==> config.mk <==
export PLATFORM = sky130hd
export DESIGN_NAME = vmute_gain
export DESIGN_NICKNAME = d
export VERILOG_FILES = /design/src/rtl/vmute_pkg.sv /design/src/rtl/vmute_vol_lut.sv /design/src/rtl/vmute_ramp.sv /design/src/rtl/vmute_scale.sv /design/src/rtl/vmute_gain.sv
export SDC_FILE = /design/constraint.sdc
export NUM_CORES = 2
export LEC_CHECK = 0
export CELL_PAD_IN_SITES_DETAIL_PLACEMENT = 2
export CELL_PAD_IN_SITES_GLOBAL_PLACEMENT = 2
export CORE_MARGIN = 5
export CORE_UTILIZATION = 35
export CTS_CLUSTER_DIAMETER = 120
export DETAILED_ROUTE_END_ITERATION = 16
export PLACE_DENSITY_LB_ADDON = 0.15
export SLEW_MARGIN = 10
export SYNTH_ARGS = -nofsm -noshare
export SYNTH_HDL_FRONTEND = slang
export SYNTH_SLANG_ARGS = --single-unit
==> constraint.sdc <==
create_clock -name clk -period 31.2 [get_ports clk]
set_input_delay 4.68 -clock clk [delete_from_list [all_inputs] [get_ports clk]]
set_output_delay 4.68 -clock clk [all_outputs]
set_load 0.05 [all_outputs]
==> src/rtl/vmute_pkg.sv <==
`timescale 1ns/1ps
package vmute_pkg;
  localparam int          GAIN_FRAC     = 15;
  localparam int          GAIN_W        = GAIN_FRAC + 2;
  localparam int unsigned UNITY_I       = 32'd1 << GAIN_FRAC;
  localparam int unsigned DB_STEP_MUL   = 29205;
  localparam int unsigned ATT_SILENT    = 255;
  localparam int          VOL_MUTE_CODE = 57;
  localparam int          COS_PTS       = 32;

  typedef logic [GAIN_W-1:0] gain_t;

  function automatic int unsigned code_to_atten(input int unsigned code);
    if (code <= 1)  return 0;
    if (code <= 51) return code - 1;
    case (code)
      52:      return 52;
      53:      return 54;
      54:      return 57;
      55:      return 60;
      56:      return 66;
      default: return ATT_SILENT;
    endcase
  endfunction

  function automatic gain_t atten_to_gain(input int unsigned db);
    longint unsigned g;
    g = longint'(UNITY_I);
    if (db == ATT_SILENT) return '0;
    for (int i = 0; i < int'(db); i++) begin
      g = (g * longint'(DB_STEP_MUL)) >> GAIN_FRAC;
    end
    return gain_t'(g);
  endfunction

  function automatic gain_t cos_point(input int unsigned k);
    int unsigned m;
    int unsigned v;
    if (k >= COS_PTS) return gain_t'(UNITY_I);
    m = (k <= COS_PTS / 2) ? k : COS_PTS - k;
    case (m)
      0:       v = 0;
      1:       v = 79;
      2:       v = 315;
      3:       v = 705;
      4:       v = 1247;
      5:       v = 1935;
      6:       v = 2761;
      7:       v = 3719;
      8:       v = 4799;
      9:       v = 5990;
      10:      v = 7282;
      11:      v = 8661;
      12:      v = 10114;
      13:      v = 11628;
      14:      v = 13188;
      15:      v = 14778;
      16:      v = 16384;
      default: v = 0;
    endcase
    if (k <= COS_PTS / 2) return gain_t'(v);
    return gain_t'(UNITY_I - v);
  endfunction
endpackage

==> src/rtl/vmute_vol_lut.sv <==
`timescale 1ns/1ps
module vmute_vol_lut
  import vmute_pkg::*;
#(
  parameter int CODE_W = 6
) (
  input  logic [CODE_W-1:0] code,
  output gain_t             gain
);
  localparam int N_CODES = 1 << CODE_W;

  gain_t lut [N_CODES];

  for (genvar c = 0; c < N_CODES; c++) begin : g_lut
    assign lut[c] = atten_to_gain(code_to_atten(c));
  end

  assign gain = lut[code];
endmodule

==> src/rtl/vmute_ramp.sv <==
`timescale 1ns/1ps
module vmute_ramp
  import vmute_pkg::*;
#(
  parameter int RAMP_LEN = 1024,
  parameter int PWR_LEN  = 128
) (
  input  logic  clk,
  input  logic  rst_n,
  input  logic  adv,
  input  logic  mute_req,
  input  logic  power_en,
  output gain_t ramp_gain
);
  localparam int FULL      = RAMP_LEN;
  localparam int POS_W     = $clog2(RAMP_LEN + 1);
  localparam int FAST_STEP = RAMP_LEN / PWR_LEN;
  localparam int SHIFT     = $clog2(RAMP_LEN / COS_PTS);
  localparam int IDX_W     = $clog2(COS_PTS + 1);
  localparam int N_IDX     = 1 << IDX_W;

  logic [POS_W-1:0] pos_q, pos_d, step;
  logic             pwr_q, up_fast_q, up_fast_d;
  logic             fast, go_down;
  logic [IDX_W-1:0] idx;
  gain_t            cos_lut [N_IDX];

  for (genvar k = 0; k < N_IDX; k++) begin : g_cos
    assign cos_lut[k] = cos_point(k);
  end

  always_comb begin
    go_down = mute_req || !power_en;
    fast    = !power_en || up_fast_q || (power_en && !pwr_q);
    step    = fast ? POS_W'(FAST_STEP) : POS_W'(1);
    if (go_down) begin
      pos_d = (pos_q > step) ? pos_q - step : '0;
    end else begin
      pos_d = ((POS_W'(FULL) - pos_q) <= step) ? POS_W'(FULL) : pos_q + step;
    end
    up_fast_d = fast && power_en && !mute_req && (pos_d != POS_W'(FULL));
  end

  always_ff @(posedge clk or negedge rst_n) begin
    if (!rst_n) begin
      pos_q     <= '0;
      pwr_q     <= 1'b0;
      up_fast_q <= 1'b0;
    end else if (adv) begin
      pos_q     <= pos_d;
      pwr_q     <= power_en;
      up_fast_q <= up_fast_d;
    end
  end

  assign idx       = IDX_W'(pos_q >> SHIFT);
  assign ramp_gain = cos_lut[idx];

  AST_POS_RANGE: assert property (@(posedge clk) disable iff (!rst_n)
    pos_q <= POS_W'(FULL)) else $error("ramp position out of range");
  AST_NO_STROBE_HOLD: assert property (@(posedge clk) disable iff (!rst_n)
    !adv |=> $stable(pos_q)) else $error("ramp moved without a sample");
  AST_STEP_BOUND: assert property (@(posedge clk) disable iff (!rst_n)
    adv |=> (pos_q <= $past(pos_q) + FAST_STEP) && ($past(pos_q) <= pos_q + FAST_STEP))
    else $error("ramp jumped");
  AST_SILENT_FLOOR: assert property (@(posedge clk) disable iff (!rst_n)
    adv && mute_req && pos_q == '0 |=> pos_q == '0) else $error("ramp left silence under mute");
endmodule

==> src/rtl/vmute_scale.sv <==
`timescale 1ns/1ps
module vmute_scale
  import vmute_pkg::*;
#(
  parameter int DW = 16
) (
  input  logic signed [DW-1:0] sample,
  input  gain_t                eff,
  output logic signed [DW-1:0] scaled
);
  localparam int PW = DW + GAIN_W + 1;
  localparam logic signed [PW-1:0] MAXV = {{(PW-DW+1){1'b0}}, {(DW-1){1'b1}}};
  localparam logic signed [PW-1:0] MINV = {{(PW-DW+1){1'b1}}, {(DW-1){1'b0}}};

  logic signed [PW-1:0] s_ext, g_ext, prod, shifted;

  always_comb begin
    s_ext   = PW'(sample);
    g_ext   = $signed({{(PW-GAIN_W){1'b0}}, eff});
    prod    = s_ext * g_ext;
    shifted = prod >>> GAIN_FRAC;
    if (shifted > MAXV)      scaled = MAXV[DW-1:0];
    else if (shifted < MINV) scaled = MINV[DW-1:0];
    else                     scaled = shifted[DW-1:0];
  end
endmodule

==> src/rtl/vmute_gain.sv <==
`timescale 1ns/1ps
module vmute_gain
  import vmute_pkg::*;
#(
  parameter int DW       = 16,
  parameter int CODE_W   = 6,
  parameter int RAMP_LEN = 1024,
  parameter int PWR_LEN  = 128
) (
  input  logic              clk,
  input  logic              rst_n,
  input  logic              in_valid,
  output logic              in_ready,
  input  logic signed [DW-1:0] in_left,
  input  logic signed [DW-1:0] in_right,
  input  logic [CODE_W-1:0] vol_code,
  input  logic              mute_req,
  input  logic              power_en,
  output logic              out_valid,
  input  logic              out_ready,
  output logic signed [DW-1:0] out_left,
  output logic signed [DW-1:0] out_right
);
  localparam int MIX_W = 2 * GAIN_W;

  logic               accept;
  gain_t              vol_gain, ramp_gain, eff;
  logic [MIX_W-1:0]   mix;
  logic signed [DW-1:0] sc_left, sc_right;

  assign in_ready = !out_valid || out_ready;
  assign accept   = in_valid && in_ready;

  vmute_vol_lut #(.CODE_W(CODE_W)) u_vol (
    .code (vol_code),
    .gain (vol_gain)
  );

  vmute_ramp #(.RAMP_LEN(RAMP_LEN), .PWR_LEN(PWR_LEN)) u_ramp (
    .clk       (clk),
    .rst_n     (rst_n),
    .adv       (accept),
    .mute_req  (mute_req),
    .power_en  (power_en),
    .ramp_gain (ramp_gain)
  );

  always_comb begin
    mix = vol_gain * ramp_gain;
    eff = GAIN_W'(mix >> GAIN_FRAC);
  end

  vmute_scale #(.DW(DW)) u_scale_l (.sample(in_left),  .eff(eff), .scaled(sc_left));
  vmute_scale #(.DW(DW)) u_scale_r (.sample(in_right), .eff(eff), .scaled(sc_right));

  always_ff @(posedge clk or negedge rst_n) begin
    if (!rst_n) begin
      out_valid <= 1'b0;
      out_left  <= '0;
      out_right <= '0;
    end else if (accept) begin
      out_valid <= 1'b1;
      out_left  <= sc_left;
      out_right <= sc_right;
    end else if (out_ready) begin
      out_valid <= 1'b0;
    end
  end

  AST_STALL_HOLD: assert property (@(posedge clk) disable iff (!rst_n)
    out_valid && !out_ready |=> out_valid && $stable(out_left) && $stable(out_right))
    else $error("output changed while stalled");
  AST_MUTE_CODES: assert property (@(posedge clk) disable iff (!rst_n)
    accept && int'(vol_code) >= VOL_MUTE_CODE |=> out_left == '0 && out_right == '0)
    else $error("mute code let signal through");
  AST_UNITY_PASS: assert property (@(posedge clk) disable iff (!rst_n)
    accept && vol_code <= CODE_W'(1) && ramp_gain == gain_t'(UNITY_I)
      |=> out_left == $past(in_left) && out_right == $past(in_right))
    else $error("unity gain altered sample");
  AST_SAME_GAIN: assert property (@(posedge clk) disable iff (!rst_n)
    accept && in_left == in_right |=> out_left == out_right)
    else $error("channels scaled differently");
endmodule

=== Word level (Yosys, flattened, before mapping) ===
Memory sizes are Yosys's and may differ from the RTL's.
Index checks and enable logic that the tools add are counted.

* Bits in registers: 46
* Bits in latches: 0
* Memory bits (writable): 0
* Bits in read-only memories: 2176
* Input port bits: 44
* Output and inout port bits: 34
* Word-level logic and storage cells: 53
* Memories kept: 2

{| class="wikitable"
|+ Memories
! name !! words !! bits a word !! read ports !! clocked after Yosys merged registers in !! write ports !! line !! source
|-
| (name not given) || 64 || 17 || 1 || 0 || 0 || vmute_ramp.sv:57 || <nowiki>assign ramp_gain = cos_lut[idx];</nowiki>
|-
| (name not given) || 64 || 17 || 1 || 0 || 0 || vmute_vol_lut.sv:18 || <nowiki>assign gain = lut[code];</nowiki>
|}

* Add/subtract/negate cells: 3
* $mul: 3
* Div/mod/pow operators: 0
* Magnitude comparators: 8
* Equality and inequality tests: 1
* Shift operators: 0
* Multiplexer cells: 14
* Bitwise operators: 2
* Reduce and logical (&&, ||, !) cells: 14

{| class="wikitable"
|+ Operators with widths
! operator !! count
|-
| $mul A16 B18 Y34 || 2
|-
| $mux W17 || 4
|-
| $mux W16 || 4
|-
| $gt A19 B16 Y1 const B || 2
|-
| $lt A19 B16 Y1 const B || 2
|-
| $mux W11 || 3
|-
| $mul A17 B17 Y32 || 1
|-
| $ge A7 B7 Y1 const B || 2
|-
| $not A6 Y7 || 2
|-
| $add A11 B11 Y11 || 1
|-
| $gt A11 B11 Y1 || 1
|-
| $le A11 B11 Y1 || 1
|-
| $ne A11 B11 Y1 const B || 1
|-
| $sub A11 B11 Y11 || 1
|-
| $sub A11 B11 Y11 const A || 1
|-
| $logic_and A1 B1 Y1 || 5
|-
| $logic_not A1 Y1 || 4
|-
| $logic_or A1 B1 Y1 || 4
|-
| $mux W4 || 1
|-
| $mux W1 || 2
|-
| $reduce_bool A2 Y1 || 1
|}

=== Depth between registers and ports, before layout ===
* Depth in word-level cells: 9
* Gate-level depth with buffers: 59
* Mapped depth without buffers: 54

=== By module ===
From an unflattened synthesis, not the netlist that was laid out.

* Cell total of the unflattened synthesis: 3808
* Area total of the unflattened synthesis: 32776.4 µm²

{| class="wikitable"
|+ By module, submodules not included
! module !! instances !! cells an instance !! area each (µm²) !! seq. area each (µm²)
|-
| vmute_gain || 1 || 1122 || 10304.9 || 825.8
|-
| vmute_scale (u_scale_l) || 1 || 1094 || 9469.1 || 0.0
|-
| vmute_scale (u_scale_r) || 1 || 1082 || 9427.8 || 0.0
|-
| vmute_ramp || 1 || 312 || 2177.1 || 325.3
|-
| vmute_vol_lut || 1 || 198 || 1397.6 || 0.0
|}

=== Worst setup path after synthesis ===
OpenSTA, ideal clock, no wires.

* Path type: input port to flip-flop
* Start point: in vol_code[2]
* End point: reg out_right[4]
* Setup time: 0.126 ns
* Arrival: 17.346 ns
* Required time: 31.074 ns
* Slack: 13.727 ns
* Stages: 51
* Path buffers: 4
* Cells stage by stage: clkbuf_1 clkbuf_1 clkbuf_1 o21ai_0 a21oi_1 o221a_2 nor2_1 a21oi_1 nor2_1 fa_1 inv_1 fa_1 fa_1 fa_1 inv_1 fa_1 inv_1 fa_1 (+15 left out) fa_1 inv_1 fa_1 fa_1 inv_1 fa_1 inv_1 ha_1 a21o_1 a2111oi_0 o31ai_1 or3_1 o211ai_1 o21ai_1 a21oi_1 o21bai_1 xor2_1 a221o_1

* Longest elaborated chain between the ends: 9
* Elaborated cells between the ends (all ways): 10
* Classes of those cells: mul: 2; order compare: 2; mux: 4; bitwise: 1; memory: 1

{| class="wikitable"
|+ RTL lines
! item !! line !! source
|-
| start: declaration || vmute_gain.sv:16 || <nowiki>input logic [CODE_W-1:0] vol_code,</nowiki>
|-
| $not A6 Y7 (implied by the code) * || vmute_vol_lut.sv:18 ||
|-
| $mem_v2 Z64 W17 * || n/a ||
|-
| $mux W17 (implied by the code) * (2 in series) || vmute_vol_lut.sv:18 ||
|-
| $mul A17 B17 Y32 * || vmute_gain.sv:49 || <nowiki>mix = vol_gain * ramp_gain;</nowiki>
|-
| $mul A16 B18 Y34 * || vmute_scale.sv:20 || <nowiki>prod = s_ext * g_ext;</nowiki>
|-
| $lt A19 B16 Y1 || vmute_scale.sv:23 || <nowiki>else if (shifted < MINV) scaled = MINV[DW-1:0];</nowiki>
|-
| $mux W16 || vmute_scale.sv:23 ||
|-
| $mux W16 * || vmute_scale.sv:22 || <nowiki>if (shifted > MAXV) scaled = MAXV[DW-1:0];</nowiki>
|-
| end signal: assignment || vmute_gain.sv:64 || <nowiki>out_right <= sc_right;</nowiki>
|-
| end: declaration || vmute_gain.sv:22 || <nowiki>output logic signed [DW-1:0] out_right</nowiki>
|}

Every way passes the cells marked *; elsewhere a longest branch is shown, timed or not. The select of a mux whose other input is x is not followed.
A chain may end at the register's enable or synchronous reset.

=== Final worst setup path ===
* Start point: in vol_code[1]
* End point: reg out_right[3]

The elaborated chain is that of the path after synthesis.

==> impl_metrics.csv <==
group,metric,value,unit
global_routing,grt.busiest_layer,"met2",
synthesis,synthArstFlopShare,1.00,
setup_path,worstPathMaxFanout,32,
timing,final_hold_viol_count,0,
layout,fill_cells,10200,
clocking,cts_buffers,5,
die,initial_core_util,0.352,
clocking,clk_pin_slew,0.07,ns
timing,fin_skew,0.0124,ns
synthesis,yosysMostFrequentCell,"inv_1",
flow_run,cap_violations,0,
layout,multiInputGateArea,26800,um2
route,wl_per_cell,21.4,um
synthesis,yosysWarnings,0,
synthesis,synth_area_leaders,"fa_1, ha_1, inv_1",
route,postRouteWirelength,105,mm
die,num_io_pins,78,
layout,ff_latch_area,1150,um2
synthesis,synth.cell_area,31600,um2
timing,grt_setup_unrepaired,"false",
synthesis,synth_cells,3745,
clocking,postCtsSetupRepairBufs,0,
route,ant_nets,0,
synthesis,synth_area_leader_cell,"fa_1",
timing,holdWs,0.496,ns
synthesis,synth_flop_cell,"dfrtp_1",
clocking,clock_latency,0.31,ns
clocking,cts_tree,"done",
global_routing,grt_pass1_vias,29700,
clocking,h-tree-depth,2,
setup_path,critPathSlowestCell,"nor3_1",
clocking,clock_sinks,46,
timing,tns,0,ns
clocking,cts_hold_buf,0,
setup_path,required,31.45,ns
setup_path,worstSetupStartpointType,"input pin",
setup_path,critPathCaptureType,"register",
synthesis,ys_seq_elements,46,
route,drtPass1Iterations,4,
timing,post-route-period-util,0.640,
route,drc,0,
synthesis,syn-num-nets,4781,
timing,fin_ws,11.23,ns
synthesis,synth.top_cells.by_count,"inv_1, fa_1, nand2_1",
setup_path,crit_arrival,20.22,ns
die,fp.dieH,311,um
timing,min_period,19.97,ns
setup_path,worstSetupPathType,"in -> reg",
global_routing,overflow,0,
setup_path,timing.critical_path.mode_cell,"fa_1",
timing,slew_violations,0,
placed_design,place_ws,10.78,ns
global_routing,grt.total_usage,0.219,
layout,drive_gt1_frac,0.0459,
layout,final_cells,4882,
layout,area_growth_syn_to_layout,6.89,%
global_routing,grt_use_met2,0.415,
synthesis,synth_seq_area_share,0.0364,
global_routing,met3_usage,0.0204,
global_routing,grt_pass1_wl,169,mm
timing,slew_headroom,0.238,
placed_design,dp_hpwl,84.8,mm
die,die_area,96500,um2
clocking,cts_buffer_depth,2,
placed_design,dp_cells,4873,
placed_design,globalplace.congestion,0.796,
die,die-width,311,um
synthesis,synth_top_cell_area_share,0.384,
global_routing,grt_max_degree,54,
route,num_vias,24900,
die,rows,110,
timing,setup_viol,0,
setup_path,max_stage_delay,0.85,ns
global_routing,antenna_found_initial,3,
placed_design,io_buffers,77,
min_path,hold_path.class,"reg -> reg",
layout,nets,4740,
die,fp.coreArea,89900,um2
synthesis,synth_edf_count,0,
clocking,cts_root_buf,"clkbuf_16",
route,viasPerCell,5.11,
synthesis,synth.distinct_cells,106,
outcome,status,"finished, final reports clean",
synthesis,avgSynthCellArea,8.45,um2
route,drt_iter0_markers,849,
clocking,post_cts_resized,0,
global_routing,use_met1,0.276,
timing,max_freq,0.0501,GHz
timing,worstMarginPinSlew,1.14,ns
[worst paths after layout]
path	slack, ns	depth (start not counted)	endpoint	startpoint
max reg2reg	15.25	49	out_right[3]$_DFFE_PN0P_	u_ramp.pos_q[5]$_DFFE_PN0P_
min reg2reg	0.50	2	u_ramp.pwr_q$_DFFE_PN0P_	u_ramp.pwr_q$_DFFE_PN0P_
max in group asynchronous	26.25	2	out_left[2]$_DFFE_PN0P_	rst_n
min	0.50	2	u_ramp.pwr_q$_DFFE_PN0P_	u_ramp.pwr_q$_DFFE_PN0P_
max	11.23	51	out_right[3]$_DFFE_PN0P_	vol_code[1]
min in group asynchronous	4.47	2	out_right[10]$_DFFE_PN0P_	rst_n
[layout make-up]
class / count / area share
Clock buffer: 6 / 0.00381
Multi-Input combinational cell: 2708 / 0.793
Sequential cell: 46 / 0.0340
Clock inverter: 2 / 0.000407
Inverter: 810 / 0.0899
Tap cell: 1176 / 0.0435
Antenna cell: 1 / 0.0000740
Timing Repair Buffer: 133 / 0.0348
[routing by layer]
| metal | vias up | routed length [um] | share of wire |
|---|---|---|---|
| met2 | 229 | 54800 | 0.52 |
| met3 | 76 | 2350 | 0.023 |
| li1 | 11400 | - | - |
| met5 | - | 35 | 0.00033 |
| met4 | 6 | 1750 | 0.017 |
| met1 | 13200 | 45600 | 0.44 |
[stage by stage]
step,area [um2],utilization
5_1_grt,33800,0.376
4_1_cts,33800,0.376
2_1_floorplan,31600,-
3_3_place_gp,33700,0.375
6_report,33800,0.376
3_5_place_dp,33700,0.375
[worst max-delay path: cells and delay by family]
| kind | cells | cell delay (ns) |
|---|---|---|
| AOI/OAI and AO/OA | 15 | 3.62 |
| xor gates and xnor gates | 1 | 0.20 |
| adders and majority gates | 15 | 7.31 |
| buffers and inverters | 11 | 1.76 |
| and+or+nand+nor | 9 | 2.61 |
[flip-flops by register name, summed over array words and instances (netlist names)]
name and count:
u_ramp.pwr_q 1, u_ramp.pos_q 11, out_right 16, out_left 16, u_ramp.up_fast_q 1, out_valid 1
[kinds of logic after synthesis]
group,count (synthesis),synth area share
AOI/OAI and AO/OA,448,0.100
and+or+nand+nor,1191,0.182
xor gates and xnor gates,59,0.0169
DFF,46,0.0364
buffers and inverters,991,0.121
muxes,18,0.00732
adders and majority gates,992,0.537
[cell usage in the layout (no fill, tap or decap), types with 21 or more instances in the layout]
master / count
and2_1: 294
ha_1: 385
nor2_1: 245
nand2b_1: 29
a21o_1: 33
fa_1: 607
xnor2_1: 31
nor3_1: 25
nand3_1: 30
clkdlybuf4s50_1: 74
dfrtp_1: 46
o21ai_0: 83
nand2_1: 443
inv_1: 810
buf_4: 56
a21oi_1: 90
nor2b_1: 25
o211ai_1: 21
Power is left out: the tool's default activity adds up to more than one toggle a clock period on the data nets, which glitch-free logic cannot reach.
